`src/rtl/rxf_pkg.sv`:
```
package rxf_pkg;

  // One saturating integrator step; top is the full-scale value.
  function automatic int unsigned sat_step(int unsigned cur, logic up, int unsigned top);
    if (up)  return (cur >= top) ? top : cur + 1;
    else     return (cur == 0)   ? 0   : cur - 1;
  endfunction

  // Hysteretic output: set at full scale, clear at zero, hold otherwise.
  function automatic logic hyst_next(logic cur, int unsigned cnt, int unsigned top);
    if (cnt == top) return 1'b1;
    if (cnt == 0)   return 1'b0;
    return cur;
  endfunction

endpackage

```
`src/rtl/rxf_sync.sv`:
```
module rxf_sync #(
  parameter int STAGES = 2
) (
  input  logic clk,
  input  logic rst_n,
  input  logic d,
  output logic q
);
  logic [STAGES-1:0] ff_q;

  generate
    if (STAGES == 1) begin : g_single
      always_ff @(posedge clk or negedge rst_n) begin
        if (!rst_n) ff_q <= '0;
        else        ff_q <= d;
      end
    end else begin : g_chain
      always_ff @(posedge clk or negedge rst_n) begin
        if (!rst_n) ff_q <= '0;
        else        ff_q <= {ff_q[STAGES-2:0], d};
      end
    end
  endgenerate

  assign q = ff_q[STAGES-1];
endmodule

```
`src/rtl/rxf_integrator.sv`:
```
module rxf_integrator #(
  parameter int CNT_W = 4
) (
  input  logic             clk,
  input  logic             rst_n,
  input  logic             dir,
  output logic [CNT_W-1:0] cnt,
  output logic [CNT_W-1:0] cnt_nxt
);
  import rxf_pkg::*;
  localparam int unsigned TOP = (1 << CNT_W) - 1;

  always_comb cnt_nxt = CNT_W'(sat_step(int'(cnt), dir, TOP));

  always_ff @(negedge clk or negedge rst_n) begin
    if (!rst_n) cnt <= '0;
    else        cnt <= cnt_nxt;
  end
endmodule

```
`src/rtl/rxf_hold.sv`:
```
module rxf_hold #(
  parameter int CNT_W = 4
) (
  input  logic             clk,
  input  logic             rst_n,
  input  logic [CNT_W-1:0] cnt_nxt,
  output logic             level
);
  import rxf_pkg::*;
  localparam int unsigned TOP = (1 << CNT_W) - 1;

  always_ff @(negedge clk or negedge rst_n) begin
    if (!rst_n) level <= 1'b0;
    else        level <= hyst_next(level, int'(cnt_nxt), TOP);
  end
endmodule

```
`src/rtl/rx_glitch_filter.sv`:
```
module rx_glitch_filter #(
  parameter int CNT_W       = 4,
  parameter int SYNC_STAGES = 2
) (
  input  logic clk,
  input  logic rst_n,
  input  logic rx_raw,
  output logic rx_filt
);
  logic             sync_q;
  logic             dir_q;
  logic [CNT_W-1:0] cnt_q;
  logic [CNT_W-1:0] cnt_nxt;

  rxf_sync #(.STAGES(SYNC_STAGES)) u_sync (
    .clk(clk), .rst_n(rst_n), .d(rx_raw), .q(sync_q)
  );

  // Rising-edge sample: sets direction for the next falling-edge step.
  always_ff @(posedge clk or negedge rst_n) begin
    if (!rst_n) dir_q <= 1'b0;
    else        dir_q <= sync_q;
  end

  rxf_integrator #(.CNT_W(CNT_W)) u_int (
    .clk(clk), .rst_n(rst_n), .dir(dir_q), .cnt(cnt_q), .cnt_nxt(cnt_nxt)
  );

  rxf_hold #(.CNT_W(CNT_W)) u_hold (
    .clk(clk), .rst_n(rst_n), .cnt_nxt(cnt_nxt), .level(rx_filt)
  );
endmodule

```
`config.mk`:
```
export PLATFORM = sky130hd
export DESIGN_NAME = rx_glitch_filter
export DESIGN_NICKNAME = d
export VERILOG_FILES = /design/src/rtl/rxf_pkg.sv /design/src/rtl/rxf_sync.sv /design/src/rtl/rxf_integrator.sv /design/src/rtl/rxf_hold.sv /design/src/rtl/rx_glitch_filter.sv
export SDC_FILE = /design/constraint.sdc
export NUM_CORES = 1
export LEC_CHECK = 0
export ABC_AREA = 1
export BUFFER_PORTS_ARGS = -buffer_cell sky130_fd_sc_hd__buf_2
export CELL_PAD_IN_SITES_DETAIL_PLACEMENT = 2
export CELL_PAD_IN_SITES_GLOBAL_PLACEMENT = 2
export CORE_AREA = 3 3 40 42
export CTS_CLUSTER_DIAMETER = 200
export DETAILED_ROUTE_END_ITERATION = 7
export DIE_AREA = 0 0 43 45
export HOLD_SLACK_MARGIN = 0.08
export PLACE_DENSITY = 0.8
export SLEW_MARGIN = 20
export SYNTH_ARGS = -nofsm -noshare
export SYNTH_HDL_FRONTEND = slang
export SYNTH_HIERARCHICAL = 1
export SYNTH_SLANG_ARGS = --single-unit
```
`constraint.sdc`:
```
create_clock -name clk -period 2.2 [get_ports clk]
set_input_delay 0.33 -clock clk [delete_from_list [all_inputs] [get_ports clk]]
set_output_delay 0.33 -clock clk [all_outputs]
set_load 0.01 [all_outputs]
```
### Yosys cells after proc, flatten, opt, wreduce, memory -nomap -nowiden

Index checks and enable logic that the tools add are counted.

| storage, ports and cells | value |
|---|---|
| bits in registers | 8 |
| logic and storage cells | 21 |

| cells by class | value |
|---|---|
| multiplexer cells | 10 |
| add/subtract/negate cells | 2 |
| order comparisons | 1 |
| equal/unequal tests | 1 |
| reduce and logical (&&, ||, !) cells | 3 |

Operator list:

| cell | count |
|---|---|
| 2-to-1 mux 4 bit | 3 |
| logical NOT 4 bit | 2 |
| 2-to-1 mux 1 bit | 7 |
| adder 4 x 1 -> 4 bit (second input constant) | 1 |
| equality test 4 bit (second input constant) | 1 |
| >= comparator 4 bit (second input constant) | 1 |
| subtractor 4 x 1 -> 4 bit (second input constant) | 1 |
| nonzero test 2 bit | 1 |

### Depth between registers and ports, before layout

| depth | value |
|---|---|
| word-level depth | 8 |
| gate-level depth with buffers | 11 |

### Modules after synthesis

Netlist, hierarchy kept.

By module, submodules not included:

| module | instances | cells an instance | area an instance (um^2) |
|---|---|---|---|
| rxf_integrator | 1 | 38 | 297.8 |
| rxf_hold | 1 | 7 | 50.0 |
| rxf_sync | 1 | 2 | 50.0 |
| rx_glitch_filter | 1 | 1 | 25.0 |

==> metrics.md <==
| Metric | Value |
|---|---|
| Worst EP arrival | `between 1.5 and 2 ns` |
| RSZ-0062 raised after global routing | `yes` |
| CTS tree | `done` |
| Required @ worst endpoint | `about 1.9 ns` |
| Yosys warns | `6` |
| Final WL | `about 1 mm` |
| Starting Density | `0.329` |
| Hold Crit Depth | `1` |
| Startpoint Class | `register` |
| Max Cap Violations | `0` |
| Synth Register Bits | `8` |
| Die width | `~43 um` |
| Gr ovfl total | `0` |
| HPWL after DPL | `around 760 um` |
| Final Non-Filler Cells | `72` |
| Worst-Margin Slew | `~0.38 ns` |
| Commonest non-fill, non-tap cell in the layout | `nand2_1` |
| Mapped Area | `between 400 and 500 sq um` |
| Routed length per placed instance | `14.0 um` |
| Worst reg2reg path depth | `7` |
| Power per cell area | `between 1500 and 2000 mW/mm^2` |
| Worst Path Class, Setup | `register to primary output` |
| Root Driver | `clkbuf_4` |
| Placed Cells | `66` |
| CP max-delay cell | `dfrtn_1` |
| Setup TNS | `-0.0259 ns` |
| Worst Hold Class | `input port to register` |
| Share of post-route cells with drive strength above 1 | `0.333` |
| Seq pwr share | `0.366` |
| Drt drc | `0` |
| Most frequent cells in the layout | `nand2_1 (10), dfrtn_1 (5), nand3_1 (5), inv_1 (4)` |
| Pre-antenna DRT Iters | `1` |
| Buffers on Ports | `3` |
| CORE AREA | `~0.0013 sq mm` |
| First-pass GRT wire length | `between 1.5 and 2 mm` |
| Top Family by Delay on Critical Path | `flip-flops` |
| Via count | `357` |
| Final ANT Viol Nets | `0` |
| Net Count, Synth | `53` |
| Clk network pwr share | `0.155` |
| Io pins | `4` |
| Switch Pwr | `about 350 uW` |
| Mapped Cells | `48` |
| Initial DRC Count | `0` |
| Final worst slack | `-0.0259 ns` |
| Crit path buf inv count | `1` |
| Fin area | `513 sq um` |
| Initial antenna violation count | `0` |
| H-tree level count | `1` |
| Worst Path Max Fanout | `2` |
| Site Rows | `13` |
| Total GRT Usage | `0.124` |
| Failing checks | `negative setup slack` |
| Slew Limit Fails | `0` |
| Critical Path Sink Type | `primary output` |
| Max-slew headroom | `0.744` |
| Switching share of power | `0.451` |
| CP peak stage delay | `slightly above 0.4 ns` |
| Leak pwr | `0.000255 uW` |
| Instance count on the critical path | `1` |
| Post-Syn Area per Cell | `about 8.8 sq um` |
| # clock sinks | `8` |
| Deepest clock path buffer count | `2` |
| Placed standard-cell area | `~450 sq um` |
| Pre-CTS WS | `-0.0966 ns` |
| Height of the die | `45 um` |
| P&R area growth vs syn | `21.3%` |
| Comb power frac | `0.479` |
| CP cell instances | `buf_2` |
| Design Power | `770 uW` |
| Cell variety after synth | `18` |
| Clock-pin slew on the worst setup and hold paths | `approximately 0.050 ns` |
| Die Footprint | `between 0.0015 and 0.002 sq mm` |
| Gpl congestion | `0.713` |
| Routed vias/inst | `around 5` |
| Vias in the first global route | `~390` |
| Final #Nets | `63` |
| Status | `finished with violations` |
| Max IR drop VDD | `between 0.0006 and 0.0007 V` |
| Largest net degree at the start of global routing | `9` |
| Int Pwr | `~420 uW` |
| Clk_skew | `around 0.01 ns` |
| Final Hold Fails | `0` |
| Seq/Total Area, Yosys | `0.473` |
| Ant. Diodes | `0` |
| Worst-skew pair later-pin latency | `0.26 ns` |
| Final setup fails | `1` |
| Num CTS Buffers | `3` |
[flip-flops by register name, summed over array words and instances (netlist names)]
signal / count
u_int/cnt: 4
u_sync/ff_q: 2
dir_q: 1
u_hold/level: 1
[cells in the mapped netlist]
cell type | instances | share of area
nor2_4 | 1 | 0.027
o211ai_1 | 1 | 0.018
inv_1 | 5 | 0.044
nand2_2 | 2 | 0.030
xnor2_1 | 1 | 0.021
nand3_2 | 1 | 0.024
nor2_1 | 3 | 0.027
o21ai_1 | 2 | 0.024
nand4_1 | 2 | 0.030
nand2_1 | 11 | 0.098
buf_6 | 1 | 0.027
dfrtn_1 | 5 | 0.30
nor2_2 | 1 | 0.015
inv_2 | 1 | 0.0089
nand3_1 | 5 | 0.059
a22oi_1 | 1 | 0.018
ha_1 | 2 | 0.059
dfrtp_1 | 3 | 0.18
[power by group through the flow]
stage	Clock, uW	Combinational [uW]	Sequential [uW]
final	119	368	282
after global routing	137	422	291
after CTS	128	363	283
after detailed placement	0	338	285
after global placement	0	324	281
after floorplan	0	285	246
[metal layers]
layer / global-route usage / wire, um / part of all wire
met1: 0.134 / 419 / 0.42
met2: 0.237 / 553 / 0.55
met3: 0.0359 / 34 / 0.034
met4: 0.0361 / 0 / 0
met5: 0 / 0 / 0
[path summary, 6_finish.rpt]
path                           startpoint              to  slack, ns
max                          u_hold/level         rx_filt      -0.03
min                                rx_raw  u_sync/ff_q[0]       0.19
max reg2reg                         dir_q    u_hold/level       0.01
min reg2reg                u_sync/ff_q[0]  u_sync/ff_q[1]       0.34
max in group asynchronous           rst_n    u_int/cnt[3]       0.57
min in group asynchronous           rst_n  u_sync/ff_q[1]       0.44
[area by class of cell]
type                       count  area [sq um]
clock buffer                   4          26.3
sequential                     8           201
tap                           15          18.8
timing repair buffer           6          40.0
multi-input combinational     33           204
fill                         149           772
inverter                       6          22.5
[cell families (layout without fill, tap and decap cells)]
logic type | count (synthesis) | in the layout | synth area share
simple gates | 26 | 26 | 0.308
flops | 8 | 8 | 0.473
buf+inv | 7 | 16 | 0.0799
compound gates | 4 | 4 | 0.0592
fa+ha+maj | 2 | 2 | 0.0592
xor+xnor | 1 | 1 | 0.0207
[through the flow]
stage | util | hold WS, ns
after global placement | 0.352 | 0.171
final | 0.399 | 0.187
after floorplan | - | 0.0344
after CTS | 0.395 | 0.176
after global routing | 0.399 | 0.166
after detailed placement | 0.352 | 0.181
[what timing repair did]
item	CTS	global route
endpoints found under the hold margin	3	0
gates resized for setup	4	2
pin swaps	3	1
hold buffers	1	0
setup buffers	1	0
setup endpoints to repair	2	2
Note: power is estimated with default switching activity, not from simulation.
